$ cat config.mk
export PLATFORM = sky130hd
export DESIGN_NAME = mmss_watchdog
export DESIGN_NICKNAME = d
export VERILOG_FILES = /design/src/rtl/wdt_pkg.sv /design/src/rtl/wdt_bus_decode.sv /design/src/rtl/wdt_tick_gen.sv /design/src/rtl/wdt_mmss_counter.sv /design/src/rtl/mmss_watchdog.sv
export SDC_FILE = /design/constraint.sdc
export NUM_CORES = 1
export LEC_CHECK = 0
export ABC_AREA = 1
export BUFFER_PORTS_ARGS = -buffer_cell sky130_fd_sc_hd__clkbuf_2
export CAP_MARGIN = 20
export CORE_AREA = 3 3 110 112
export CTS_CLUSTER_DIAMETER = 50
export DETAILED_ROUTE_END_ITERATION = 8
export DIE_AREA = 0 0 113 115
export MAX_ROUTING_LAYER = met4
export SLEW_MARGIN = 25
export SYNTH_ARGS = -nofsm -noshare
export SYNTH_HDL_FRONTEND = slang
export SYNTH_HIERARCHICAL = 1
export SYNTH_SLANG_ARGS = --single-unit
export TNS_END_PERCENT = 1
$ cat constraint.sdc
create_clock -name clk -period 2.4 [get_ports clk]
set_input_delay 0.6 -clock clk [delete_from_list [all_inputs] [get_ports clk]]
set_output_delay 0.6 -clock clk [all_outputs]
set_load 0.02 [all_outputs]
$ cat src/rtl/wdt_pkg.sv
package wdt_pkg;
    localparam int BYTE_W = 8;

    localparam logic [BYTE_W-1:0] ADDR_CTRL = 8'h06;
    localparam logic [BYTE_W-1:0] ADDR_MINS = 8'h07;
    localparam logic [BYTE_W-1:0] ADDR_SECS = 8'h08;

    localparam logic [BYTE_W-1:0] CMD_RUN  = 8'h01;
    localparam logic [BYTE_W-1:0] CMD_HALT = 8'h00;

    localparam logic [BYTE_W-1:0] SEC_TOP = 8'd59;

    typedef struct packed {
        logic [BYTE_W-1:0] mins;
        logic [BYTE_W-1:0] secs;
    } mmss_t;

    localparam mmss_t RESET_TIMEOUT = '{mins: 8'd1, secs: 8'd0};

    typedef struct packed {
        logic run;
        logic halt;
        logic set_mins;
        logic set_secs;
    } bus_cmd_t;

    function automatic logic mmss_is_zero(mmss_t c);
        return (c.mins == '0) && (c.secs == '0);
    endfunction

    function automatic mmss_t mmss_step(mmss_t c);
        mmss_t n;
        n = c;
        if (c.secs != '0) begin
            n.secs = c.secs - 1'b1;
        end else begin
            n.secs = SEC_TOP;
            n.mins = c.mins - 1'b1;
        end
        return n;
    endfunction
endpackage

$ cat src/rtl/wdt_bus_decode.sv
module wdt_bus_decode
    import wdt_pkg::*;
(
    input  logic              wr_en,
    input  logic [BYTE_W-1:0] addr,
    input  logic [BYTE_W-1:0] wr_data,
    input  logic              run_state,
    input  mmss_t             live,
    output bus_cmd_t          cmd,
    output logic [BYTE_W-1:0] rd_data
);
    always_comb begin
        cmd          = '0;
        cmd.run      = wr_en && (addr == ADDR_CTRL) && (wr_data == CMD_RUN);
        cmd.halt     = wr_en && (addr == ADDR_CTRL) && (wr_data == CMD_HALT);
        cmd.set_mins = wr_en && (addr == ADDR_MINS);
        cmd.set_secs = wr_en && (addr == ADDR_SECS);
    end

    always_comb begin
        unique case (addr)
            ADDR_CTRL: rd_data = {{(BYTE_W-1){1'b0}}, run_state};
            ADDR_MINS: rd_data = live.mins;
            ADDR_SECS: rd_data = live.secs;
            default:   rd_data = '0;
        endcase
    end
endmodule

$ cat src/rtl/wdt_tick_gen.sv
module wdt_tick_gen #(
    parameter int TICK_DIV = 250_000_000
) (
    input  logic clk,
    input  logic rst,
    input  logic active,
    input  logic restart,
    output logic tick
);
    localparam int CW = (TICK_DIV > 1) ? $clog2(TICK_DIV) : 1;
    localparam logic [CW-1:0] LAST = CW'(TICK_DIV - 1);

    logic [CW-1:0] phase_q;

    always_ff @(posedge clk) begin
        if (rst || restart || !active) begin
            phase_q <= '0;
        end else if (phase_q == LAST) begin
            phase_q <= '0;
        end else begin
            phase_q <= phase_q + 1'b1;
        end
    end

    assign tick = active && !restart && (phase_q == LAST);
endmodule

$ cat src/rtl/wdt_mmss_counter.sv
module wdt_mmss_counter
    import wdt_pkg::*;
(
    input  logic              clk,
    input  logic              rst,
    input  bus_cmd_t          cmd,
    input  logic [BYTE_W-1:0] wr_data,
    input  logic              tick,
    output logic              run_q,
    output mmss_t             live_q,
    output logic              expire_q
);
    mmss_t shadow_q;

    always_ff @(posedge clk) begin
        if (rst) begin
            shadow_q <= RESET_TIMEOUT;
        end else begin
            if (cmd.set_mins) shadow_q.mins <= wr_data;
            if (cmd.set_secs) shadow_q.secs <= wr_data;
        end
    end

    always_ff @(posedge clk) begin
        if (rst) begin
            live_q   <= RESET_TIMEOUT;
            run_q    <= 1'b0;
            expire_q <= 1'b0;
        end else begin
            expire_q <= 1'b0;
            if (cmd.run) begin
                run_q  <= 1'b1;
                live_q <= shadow_q;
            end else if (cmd.halt) begin
                run_q <= 1'b0;
            end else if (run_q && (cmd.set_mins || cmd.set_secs)) begin
                if (cmd.set_mins) live_q.mins <= wr_data;
                if (cmd.set_secs) live_q.secs <= wr_data;
            end else if (tick) begin
                if (mmss_is_zero(live_q)) begin
                    expire_q <= 1'b1;
                    run_q    <= 1'b0;
                end else begin
                    live_q <= mmss_step(live_q);
                end
            end
        end
    end
endmodule

$ cat src/rtl/mmss_watchdog.sv
module mmss_watchdog
    import wdt_pkg::*;
#(
    parameter int TICK_DIV = 250_000_000
) (
    input  logic              clk,
    input  logic              rst,
    input  logic              wr_en,
    input  logic [BYTE_W-1:0] addr,
    input  logic [BYTE_W-1:0] wr_data,
    output logic [BYTE_W-1:0] rd_data,
    output logic              expire_pulse
);
    bus_cmd_t cmd;
    logic     run_q;
    mmss_t    live_q;
    logic     tick;

    wdt_bus_decode u_decode (
        .wr_en     (wr_en),
        .addr      (addr),
        .wr_data   (wr_data),
        .run_state (run_q),
        .live      (live_q),
        .cmd       (cmd),
        .rd_data   (rd_data)
    );

    wdt_tick_gen #(.TICK_DIV(TICK_DIV)) u_tick (
        .clk     (clk),
        .rst     (rst),
        .active  (run_q),
        .restart (cmd.run),
        .tick    (tick)
    );

    wdt_mmss_counter u_count (
        .clk      (clk),
        .rst      (rst),
        .cmd      (cmd),
        .wr_data  (wr_data),
        .tick     (tick),
        .run_q    (run_q),
        .live_q   (live_q),
        .expire_q (expire_pulse)
    );
endmodule

==> impl_metrics.ini, run 1 <==
[cts]
numCtsBuffers = 9
path_clk_slew_ns = 0.05
htreeDepth = 3
clk_latency_ns = 0.33
clockBufferDepth = 2
cts_tree = done
cts_sinks = 62
cts-root-buf = clkbuf_16
cts_setup_buffers = 0

[worst_setup_path]
start_kind = input pin
path_class = input pin to output port
timing.rr.start = u_tick/phase_q[0]
crit_required_ns = 1.80
cp_data_arrival_time_ns = 1.58
crit_start = addr[4]
end_kind = output port
critPathMaxFanout = 8

[sta]
hold_ws_ns = 0.449
tightest_slew_ns = 0.570
maxSlewHeadroom_pct = 61.9
fin_skew_ns = 0.00881
period_minus_slack_ns = 2.18
final-setup-viol-count = 0
fmax_ghz = 0.460
drv_slew = 0
grt_setup_unrepaired = false
period_share_pct = 90.7
final-hold-violation-count = 0

[detailed_routing]
wirelength_um = 10500
drtIter0Drc = 216
vias = 4006
first_pass_iters = 6
drc_errors = 0
via_per_inst = 4.84
drtAntennaViolNets = 0
routedWlPerCell_um = 12.7

[placed_design]
place_congestion = 0.959
hpwl_um = 7970
portBuffers = 27

[layout]
syn_to_final_growth_pct = 21.0
num-nets-final = 703
drive_above_1_share_pct = 16.2
antenna_cells = 0

[synth]
ys_async_sr_fraction_pct = 0
seq_area_frac_synth_pct = 32.1
synth-seq-cells = 62
syn_area_um2 = 3870
yosysWarnings = 6
synth_area_leaders = dfxtp_1 (32%), nand2_1 (17%), nor2_1 (12%)
synthCells = 625
synthesis.nets = 648
synth_top_cell_area_share_pct = 32.1
ys_types = 32
syn_area_per_cell_um2 = 6.19
synth_ff_type = dfxtp_1
synth_top_area_cell = dfxtp_1
synth_edf_count = 0

[grt]
antenna_found_initial = 0
grt_pass1_vias = 3682
grt_max_degree = 29
overflow = 0
grt_pass1_wl_um = 17200
track_usage_pct = 16.8

[die]
die-area_um2 = 13000
placementRows = 39
core_area_um2 = 11300
ios = 28
dieHeight_um = 115
die_x_um = 113
start_util_pct = 34.2

[power_and_ir_drop]
irDropWorstVdd_mv = 0.317
cellLeakagePower_nw = 1.99
p_total_mw = 2.58
power_density_nw_per_um2 = 552

[job]
cap_violations = 0

[min_path]
hold_path_startpoint = u_tick/phase_q[0]
min_path_type = flop to flop

[run_status]
status = finished clean
## worst max-delay path, cell delays in order
cell and delay (ns):
clkbuf_2 0.08, inv_1 0.04, nand2_1 0.05, nor2_2 0.23, buf_4 0.19, nand3_1 0.11
nand2_1 0.10, clkbuf_2 0.16
## cells in the final DEF (no fill, tap or decap), types with 2 or more instances in the layout
cell type,n
bufinv_16,3
o21ai_1,2
dfxtp_1,62
a21oi_1,28
o21ai_0,25
xor2_1,10
nand3_4,2
nor3_1,4
nand2_1,172
buf_4,29
xnor2_1,5
or2_2,2
inv_1,76
clkbuf_2,27
nand3_2,3
nand2_4,2
nand3_1,46
nor2_1,118
o21ai_2,2
nand4_1,11
o211ai_1,4
nor2_2,12
nor2_4,10
and2_1,2
inv_2,3
clkbuf_16,9
nand2_2,4
ha_1,4
## area by class of cell
type                            instances  area, um^2
Clock inverter                          4        95.1
Sequential cell                        62        1240
Timing Repair Buffer                   56         353
Fill cell                            1230        6640
Clock buffer                           11         243
Inverter                               79         297
Tap cell                              143         179
Multi-Input combinational cell        472        2270
## registers in the layout, summed over array words and instances, names as in the netlist
signal / count
u_count/expire_q: 1
u_count/live_q: 16
u_count/run_q: 1
u_count/shadow_q: 16
u_tick/phase_q: 28
## worst paths after layout
path / endpoint / cells past startpoint / slack, ns
worst min-delay path: u_tick/phase_q[0] / 1 / 0.45
worst max register to register: u_count/live_q[14] / 14 / 0.24
worst max-delay path: rd_data[1] / 8 / 0.22
worst min register to register: u_tick/phase_q[0] / 1 / 0.45
## synth_stat cells, types with 4 or more instances
master      n
a21oi_1    28
clkbuf_1    5
dfxtp_1    62
ha_1        4
inv_1      76
nand2_1   172
nand2_2     4
nand3_1    46
nand4_1    11
nor2_1    119
nor2_2     11
nor2_4     10
nor3_1      4
o211ai_1    4
o21ai_0    25
xnor2_1     5
xor2_1     10
## per-stage QoR
| stage | instances | instance area (um^2) | setup slack, ns | TNS [ns] | util [%] |
|---|---|---|---|---|---|
| 2_1_floorplan | 625 | 3870 | 0.187 | 0 | - |
| 3_5_place_dp | 811 | 4320 | -0.104 | -0.492 | 38.1 |
| 3_3_place_gp | 811 | 4320 | -0.0358 | -0.0615 | 38.1 |
| 4_1_cts | 826 | 4650 | 0.129 | 0 | 41.1 |
| 5_1_grt | 827 | 4680 | 0.00424 | 0 | 41.4 |
| 6_report | 827 | 4680 | 0.224 | 0 | 41.4 |
## metal layers
layer / routed length, um / GRT usage (%) / vias to the layer above / part of all wire (%)
met3: 515 / 3.32 / 15 / 4.9
li1: - / - / 2070 / -
met4: 180 / 5.45 / 0 / 1.7
met5: 0 / - / - / 0
met2: 5240 / 29.3 / 93 / 50
met1: 4590 / 19.3 / 1828 / 44
## power by group
group	internal [mW]	total (mW)	switching (mW)
Combinational	0.0256	0.0636	0.0380
Clock	1.03	1.49	0.454
Sequential	1.03	1.03	0.000310
Total	2.09	2.58	0.492
## kinds of logic after synthesis
group           Yosys count  share of synthesized area, %
fa+ha+maj                 4                          1.29
xor+xnor                 15                          3.39
simple gates            389                          44.6
flops                    62                          32.1
buf+inv                  92                          9.86
compound gates           63                          8.76
## what timing repair did
item	in CTS	in global routing
endpoints found under the hold margin	0	0
setup endpoints to repair	0	8
gates resized for setup	0	3
hold buffers	0	0
Power figures use the tool's default switching activity.
==> inputs of run 2 (changes only) <==
--- a/config.mk
+++ b/config.mk
@@ -8,10 +8,10 @@
 export ABC_AREA = 1
 export BUFFER_PORTS_ARGS = -buffer_cell sky130_fd_sc_hd__clkbuf_2
 export CAP_MARGIN = 20
-export CORE_AREA = 3 3 110 112
+export CORE_AREA = 2 2 109 111
 export CTS_CLUSTER_DIAMETER = 50
 export DETAILED_ROUTE_END_ITERATION = 8
-export DIE_AREA = 0 0 113 115
+export DIE_AREA = 0 0 111 113
 export MAX_ROUTING_LAYER = met4
 export SLEW_MARGIN = 25
 export SYNTH_ARGS = -nofsm -noshare
==> run 2 against run 1 <==
Compared with the run above: maximum frequency barely moved; flip-flop and latch count did not move; critical path depth rose by 9; largest power group unchanged; wire length fell by 0.72%; hold slack improved by 0.0065 ns; non-clock buffer count did not move; first-iteration DRC count rose by 19%; setup slack improved by 0.0020 ns; die area fell by 3.5%; register-to-register slack barely moved; combinational power fell by 2%; power fell by 3.9%.
==> impl_metrics.ini, run 2 (synthesized netlist as in run 1, its figures left out) <==
[power_and_ir_drop]
p_seq_share_pct = 41.6
irDropWorstVdd_mv = 0.284
pwr-share-comb_pct = 2.5
p_total_mw = 2.48
p_switching_mw = 0.492
power_density_nw_per_um2 = 534
cellLeakagePower_nw = 1.98
swShare_pct = 19.8
p_clk_share_pct = 55.9
cell_internal_pwr_mw = 1.99

[grt]
overflow = 0
grt_pass1_vias = 3799
grt_pass1_wl_um = 17500
track_usage_pct = 17.6
antenna_found_initial = 0
grt_max_degree = 29

[cts]
cts_sinks = 62
cts_hold_buf = 0
numCtsBuffers = 9
cts_tree = done
clk_latency_ns = 0.33
cts-root-buf = clkbuf_16
clockBufferDepth = 2
htreeDepth = 3
path_clk_slew_ns = 0.05

[die]
die-area_um2 = 12500
ios = 28
start_util_pct = 34.3
placementRows = 39
core_area_um2 = 11300
dieHeight_um = 113
die_x_um = 111

[layout]
final_cell_mix = nand2_1 (172), nor2_1 (118), inv_1 (76)
top_register = u_tick/phase_q
syn_to_final_growth_pct = 20.0
antenna_cells = 0
stdcell_count = 827
largest_reg_flops = 28
drive_above_1_share_pct = 16.1
final_common_cell = nand2_1
nFillCells = 1179
reg.largest.list = u_tick/phase_q (28), u_count/live_q (16), u_count/shadow_q (16)
num-nets-final = 702

[worst_setup_path]
crit_required_ns = 2.62
crit_chain = clkbuf_2, inv_1, nand2_1, nor2_1, nand3_2, nor2_1, buf_4, inv_1, nand2_1, nor2_2, nor2_1, a21oi_2, buf_4, nand3_4, inv_2, o21ai_1, nor2_1
critPathMaxFanout = 10
start_kind = input pin
end_kind = flop
cp_slowest_cell = nor2_1
path_class = input pin to flop
max_stage_delay_ns = 0.20
cp_data_arrival_time_ns = 2.40
cpMostUsedCell = nor2_1
timing.rr.start = u_tick/phase_q[0]
crit_start = addr[3]

[sta]
period_minus_slack_ns = 2.17
fin_skew_ns = 0.00349
grt_setup_unrepaired = false
tns_ns = 0
drv_slew = 0
tightest_slew_ns = 0.575
setup_ws_ns = 0.226
maxSlewHeadroom_pct = 61.6
final-hold-violation-count = 0
period_share_pct = 90.6
fmax_ghz = 0.460
final-setup-viol-count = 0

[detailed_routing]
vias = 3980
drtAntennaViolNets = 0
first_pass_iters = 6
routedWlPerCell_um = 12.6
drc_errors = 0
drtIter0Drc = 258
wirelength_um = 10500
via_per_inst = 4.81

[min_path]
hold_path_startpoint = u_tick/phase_q[0]
min_path_type = flop to flop

[placed_design]
placed_cells = 809
place_congestion = 0.916
dp_slack_ns = -0.137
hpwl_um = 8060
portBuffers = 27

[run_status]
status = finished clean

[job]
cap_violations = 0
-- run 2: cell types whose count changed in the layout (fill, tap and decap cells not counted), sizes merged --
| cell | before | now |
|---|---|---|
| bufinv | 3 | 2 |
| clkbuf | 38 | 39 |
| clkinv | 1 | 2 |
| nand3 | 51 | 50 |
-- run 2: power by group through the flow --
stage | clock, mW | combinational (mW) | sequential, mW
2_1_floorplan | 0 | 0.0279 | 1.05
3_3_place_gp | 0 | 0.0613 | 1.05
4_1_cts | 1.41 | 0.0624 | 1.03
3_5_place_dp | 0 | 0.0622 | 1.05
5_1_grt | 1.46 | 0.0705 | 1.03
6_report | 1.39 | 0.0625 | 1.03
-- run 2: area by class of cell --
type	instances	area [um^2]	share of cell area, %
multi-input cells	471	2260	48.6
flip-flops and latches	62	1240	26.7
repair buffers	56	353	7.60
inverters	79	297	6.39
clock buffers	12	246	5.31
well taps	143	179	3.85
clock inverters	4	70.1	1.51
-- run 2: final timing paths --
kind / cells past startpoint / slack (ns) / endpoint
worst max-delay path: 17 / 0.23 / u_count/live_q[1]
worst min-delay path: 1 / 0.46 / u_tick/phase_q[0]
worst max register to register: 14 / 0.24 / u_count/live_q[4]
worst min register to register: 1 / 0.46 / u_tick/phase_q[0]
-- run 2: repair_timing --
| action | in CTS | in global routing |
|---|---|---|
| resized for setup | 0 | 2 |
| endpoints found under the setup margin | 0 | 14 |
| setup buffers | 0 | 2 |
-- run 2: metal layers --
layer | wire length, um | track usage, % | up-vias
met5 | 0 | - | -
met4 | 219 | 6.58 | 0
li1 | - | - | 2062
met2 | 5070 | 30.3 | 106
met3 | 557 | 4.55 | 19
met1 | 4610 | 19.9 | 1793
-- run 2: critical path: cells and delay by family --
kind	cells	cell delay, ns
AOI/OAI and AO/OA	2	0.19
buffers and inverters	6	0.58
and+or+nand+nor	9	1.02
-- run 2: through the flow --
step	area, um^2	utilization (%)	hold slack [ns]
final	4640	41.2	0.455
after global routing	4640	41.2	0.495
after CTS	4620	41.0	0.454
after detailed placement	4300	38.2	0.441
after global placement	4300	38.2	0.424
after floorplan	3870	-	0.417
